File: config.mk
export PLATFORM = sky130hd
export DESIGN_NAME = interval_counter
export DESIGN_NICKNAME = d
export VERILOG_FILES = /design/src/rtl/interval_counter.sv
export SDC_FILE = /design/constraint.sdc
export NUM_CORES = 1
export LEC_CHECK = 0
export CAP_MARGIN = 20
export CORE_UTILIZATION = 40
export DETAILED_ROUTE_END_ITERATION = 10
export DONT_BUFFER_PORTS = 1
export GPL_TIMING_DRIVEN = 0
export SYNTH_ARGS = -nofsm -noshare
export SYNTH_HDL_FRONTEND = slang
export SYNTH_SLANG_ARGS = --single-unit
File: constraint.sdc
create_clock -name clk -period 7.5 [get_ports clk]
set_input_delay 0.375 -clock clk [delete_from_list [all_inputs] [get_ports clk]]
set_output_delay 0.375 -clock clk [all_outputs]
set_load 0.01 [all_outputs]
File: src/rtl/interval_counter.sv
module interval_counter #(
  parameter int DIGITS = 4
) (
  input  logic                  clk,
  input  logic                  rst_n,
  input  logic                  cnt_en,
  input  logic                  gate,
  input  logic                  load,
  input  logic [4*DIGITS-1:0]   load_val,
  input  logic [2:0]            mode,
  input  logic                  bcd,
  output logic [4*DIGITS-1:0]   count,
  output logic                  out
);
  localparam int W = 4 * DIGITS;

  logic         gate_q, armed, bcd_q, out_q, done;
  logic [2:0]   mode_q;
  logic [W-1:0] n_q, cur;

  function automatic logic [W-1:0] dec(input logic [W-1:0] v, input logic b);
    logic [W-1:0] r;
    logic borrow;
    r = v - 1'b1;
    if (b) begin
      r = v;
      borrow = 1'b1;
      for (int i = 0; i < DIGITS; i++) begin
        if (borrow) begin
          if (v[4*i +: 4] == 4'd0) r[4*i +: 4] = 4'd9;
          else begin
            r[4*i +: 4] = v[4*i +: 4] - 4'd1;
            borrow = 1'b0;
          end
        end
      end
    end
    return r;
  endfunction

  wire [2:0]   m_in    = (mode[2:1] == 2'b11) ? {1'b0, mode[1:0]} : mode;
  wire         gated   = (mode_q == 3'd0) || (mode_q == 3'd4);
  wire         restart = armed & ~load & ~gated & gate & ~gate_q;
  wire         tick    = armed & ~load & ~restart & cnt_en & (~gated | gate);
  wire         one     = (cur == W'(1));
  wire         two     = (cur == W'(2));
  wire [W-1:0] nxt1    = dec(cur, bcd_q);
  wire [W-1:0] nxt2    = dec(nxt1, bcd_q);
  wire [W-1:0] nm1     = dec(n_q, bcd_q);

  assign count = cur;
  assign out   = out_q;

  always_ff @(posedge clk or negedge rst_n) begin
    if (!rst_n) begin
      gate_q <= 1'b0;
      armed  <= 1'b0;
      mode_q <= 3'd0;
      bcd_q  <= 1'b0;
      n_q    <= '0;
      cur    <= '0;
      out_q  <= 1'b0;
      done   <= 1'b0;
    end else begin
      gate_q <= gate;
      if (load) begin
        armed  <= 1'b1;
        mode_q <= m_in;
        bcd_q  <= bcd;
        n_q    <= load_val;
        cur    <= load_val;
        done   <= 1'b0;
        out_q  <= (m_in == 3'd1) || (m_in == 3'd3);
      end else if (restart) begin
        cur   <= n_q;
        done  <= 1'b0;
        out_q <= (mode_q == 3'd1) || (mode_q == 3'd3);
      end else if (tick) begin
        case (mode_q)
          3'd2: begin
            cur   <= one ? n_q : nxt1;
            out_q <= one;
          end
          3'd3: begin
            if (n_q != W'(1)) begin
              if (one) begin
                cur   <= nm1;
                out_q <= ~out_q;
              end else if (two) begin
                cur   <= n_q;
                out_q <= ~out_q;
              end else begin
                cur <= nxt2;
              end
            end
          end
          default: begin
            cur <= nxt1;
            if (one && !done) done <= 1'b1;
            case (mode_q)
              3'd0:    if (one && !done) out_q <= 1'b1;
              3'd1:    if (one && !done) out_q <= 1'b0;
              default: out_q <= one && !done;
            endcase
          end
        endcase
      end
    end
  end

  assert_idle_before_load_R1: assert property (@(posedge clk) disable iff (!rst_n)
    !armed |-> (!out && count == '0));

  assert_sticky_terminal_R5: assert property (@(posedge clk) disable iff (!rst_n)
    (armed && mode_q == 3'd0 && out && !load) |=> out);

  assert_rate_quiet_at_load_R7: assert property (@(posedge clk) disable iff (!rst_n)
    (load && m_in == 3'd2) |=> !out);

  assert_strobe_single_R9: assert property (@(posedge clk) disable iff (!rst_n)
    (tick && out && (mode_q == 3'd4 || mode_q == 3'd5)) |=> !out);

  assert_gate_low_holds_R10: assert property (@(posedge clk) disable iff (!rst_n)
    (armed && gated && !gate && !load) |=> $stable(count));

  assert_square_starts_high_R8: assert property (@(posedge clk) disable iff (!rst_n)
    (load && m_in == 3'd3) |=> out);

  generate
    for (genvar g = 0; g < DIGITS; g++) begin : g_digit
      assert_digit_range_R4: assert property (@(posedge clk) disable iff (!rst_n)
        (armed && bcd_q) |-> (cur[4*g +: 4] <= 4'd9));
    end
  endgenerate
endmodule

==> metrics.yaml <==
hold_class: "in -> reg"
clk_pin_slew_ps: 90
layout-drive-gt1-share: 0.0797
fin_nets: 624
synth_edf_count: 0
synth_top_area_frac: 0.233
avgRoutedWirePerCell_um: 25.0
worstMarginPinSlew_ps: 1050
cts_resized: 0
syn-cell-area_mm2: 0.00430
r2r-end: "count[10]"
hpwl_um: 13700
setup_slack_ps: 3120
path_max_fanout: 10
cp_num_cells: 11
holdWs_ps: 82.0
crit_required_ps: 7740
register_area_mm2: 0.00100
cts_buffers: 5
fin_skew_ps: 14.2
synth_mux_area_frac: 0.0466
post_cts_buffers: 0
crit_type: "reg -> reg"
clock_path_buffers: 2
period_share: 0.583
drcViolationCount: 0
synth_area_per_cell_um2: 7.41
overflow: 0
htreeDepth: 2
die-area_mm2: 0.0112
synthArstFlopShare: 1.00
cts_tree: "yes"
initial_core_util: 0.415
grt_usage: 0.334
ys.flop_type: "dfrtp_1"
arrival_ps: 4610
firstDrtPassIters: 5
num_rows: 37
clock_sinks: 40
cp_num_buf_inv: 2
drt-initial-drc-count: 662
die_h_um: 106
ant_nets: 0
crit_end: "count[10]"
maxCapViolations: 0
grt_antenna_before_repair: 0
max_stage_delay_ps: 680
setup_tns_ps: 0
ys_ff_latch: 40
grt_pass1_wl_um: 28100
worst_r2r_startpoint: "count[0]"
end_kind: "flop"
place_congestion: 0.972
ios: 42
finish.utilization: 0.443
setup_violations: 0
worstSetupStartpoint: "count[0]"
dieWidth_um: 106
synth_fa_ha_area_frac: 0.0262
routed_wl_um: 18100
synthToLayoutAreaGrowth_pct: 6.90
slew_viol_final: 0
final_hold_viol_count: 0
synth-compound-area-share: 0.305
synth_xor_area_frac: 0.0367
avgViaCountPerCell: 6.70
dpl_worst_slack_ps: 2840
relSlewSlack: 0.291
path_cells: "clkbuf_1 > inv_1 > ha_1 > or3b_4 > mux2_4 > a2111oi_4 > nand2_4 > or3_4 > or4_1 > a41o_1 > a211oi_2"
max_freq_ghz: 0.229
cp_slowest_cell: "a2111oi_4"
min_period_ps: 4380
fill_cells: 1110
synth-simple-area-share: 0.300
port_buffers: 0
multiInputGateArea_mm2: 0.00308
synth_nets: 614
grt_max_degree: 41
cts_hold_buf: 2
grt_pass1_vias: 4690
rsz0062_at_grt: "false"
ir_worst_vdd_uv: 78.5
synth_area_leaders: "dfrtp_1, o21ai_0, nand2_1, nor2_1, a21oi_1"
status: "finished clean"
core_mm2: 0.0104
crit_family: "simple AND/OR/NAND/NOR gates"
regToRegSetupSlack_ps: 3120
yosysUniqueCellTypes: 80
cp-start-kind: "flop"
rr_worst_depth: 11
postSynthCellCount: 580
clock_latency_ps: 330
synth_top_family_by_area: "compound AO/OA/AOI/OAI gates"
cts-root-buf: "clkbuf_8"
p_leak_nw: 1.62
vias: 4865
synth.yosys.warnings: 0
synth_area_leader_cell: "dfrtp_1"
seq_area_frac_synth: 0.233
diodes: 0
cellPowerDensity_mw_per_mm2: 185
[cells in the final DEF, fill, tap and decap left out, types with 5 or more instances in the layout]
cell type   n
nand2b_1    5
clkbuf_8    5
a31oi_1    16
mux2_2     12
clkbuf_1   36
o31ai_1     6
mux2i_1     5
nor3_1     30
a221oi_1    7
o21a_1      6
nor4_1     16
o21ai_0    51
xor2_1      8
o211ai_1   10
or2_2       8
inv_1      16
xnor2_1    10
nand2_1    54
a21oi_1    36
and2_1      7
and3_1      9
dfrtp_1    40
ha_1        9
nand3_1    18
or3_1       7
nor2_1     49
nand4_1     9
a211oi_1    5
[cell families after synthesis]
| family | Yosys count |
|---|---|
| AO/OA/AOI/OAI | 193 |
| buffers and inverters | 57 |
| flip-flops | 40 |
| adder cells (fa/ha/maj) | 9 |
| AND/OR/NAND/NOR | 245 |
| multiplexers | 18 |
| XOR/XNOR | 18 |
[registers in the layout, summed over array words and instances (netlist names)]
| name | count |
|---|---|
| gate_q | 1 |
| armed | 1 |
| n_q | 16 |
| out | 1 |
| mode_q | 3 |
| bcd_q | 1 |
| done | 1 |
| count | 16 |
[cells in the mapped netlist, drive strengths merged, types with 3 or more instances]
| cell type | instances |
|---|---|
| a32oi | 4 |
| mux2 | 13 |
| clkbuf | 35 |
| ha | 9 |
| and3 | 10 |
| a211oi | 6 |
| xnor2 | 10 |
| o21ai | 51 |
| nor2b | 4 |
| nor3 | 30 |
| dfrtp | 40 |
| inv | 16 |
| a221oi | 7 |
| o221ai | 3 |
| a221o | 3 |
| o31ai | 6 |
| mux2i | 5 |
| or3 | 8 |
| nor4 | 18 |
| nand3 | 18 |
| o2111ai | 4 |
| nor4b | 4 |
| and2 | 9 |
| a22oi | 4 |
| a31oi | 16 |
| nand4 | 9 |
| nand2 | 55 |
| xor2 | 8 |
| o311a | 4 |
| nor2 | 49 |
| or4 | 4 |
| a2111oi | 3 |
| o21a | 6 |
| o22ai | 4 |
| nand2b | 5 |
| nand3b | 3 |
| nand4b | 4 |
| o211ai | 10 |
| a21oi | 36 |
| buf | 6 |
| or2 | 9 |
[power by group]
part	switching, mW	total, mW	internal (mW)	leakage [nW]
combinational	0.263	0.406	0.143	1.10
sequential	0.0520	0.293	0.241	0.478
clock	0.0856	0.149	0.0635	0.0410
total	0.400	0.848	0.448	1.62
[through the flow]
step                      total power [mW]  cells  instance area (um2)
after CTS                            0.838    725                 4590
after global placement               0.676    716                 4470
after global routing                 0.895    726                 4600
after floorplan                      0.566    580                 4300
after detailed placement             0.681    716                 4480
final                                0.848    726                 4600
[worst reg2reg max path: stages (launching register included)]
cell	delay (ps)
dfrtp_1	460
clkbuf_1	430
inv_1	220
ha_1	330
or3b_4	310
mux2_4	320
a2111oi_4	680
nand2_4	130
or3_4	420
or4_1	510
a41o_1	260
a211oi_2	210
[routing by layer]
| layer | vias to the layer above | track usage | wire [um] |
|---|---|---|---|
| li1 | 2236 | - | - |
| met1 | 2312 | 0.468 | 7750 |
| met2 | 283 | 0.531 | 8220 |
| met3 | 34 | 0.0421 | 1660 |
| met4 | 0 | 0.107 | 494 |
| met5 | - | 0 | 0 |
[area by class of cell]
cell class                      instances  area share
Inverter                               16      0.0131
Buffer                                 41      0.0357
Sequential cell                        40       0.218
Clock inverter                          1     0.00109
Timing Repair Buffer                    3     0.00926
Tap cell                              136      0.0370
Multi-Input combinational cell        483       0.670
Clock buffer                            6      0.0158
[worst min-delay path by stage]
stage | start | to | slack [ps] | depth (start not counted)
CTS | gate | gate_q | 80 | 0
detailed placement | rst_n | done | 80 | 0
finish | gate | gate_q | 80 | 0
global placement | rst_n | done | 80 | 0
floorplan | rst_n | armed | 80 | 0
global route | gate | gate_q | 80 | 0
Power figures use the tool's default switching activity.
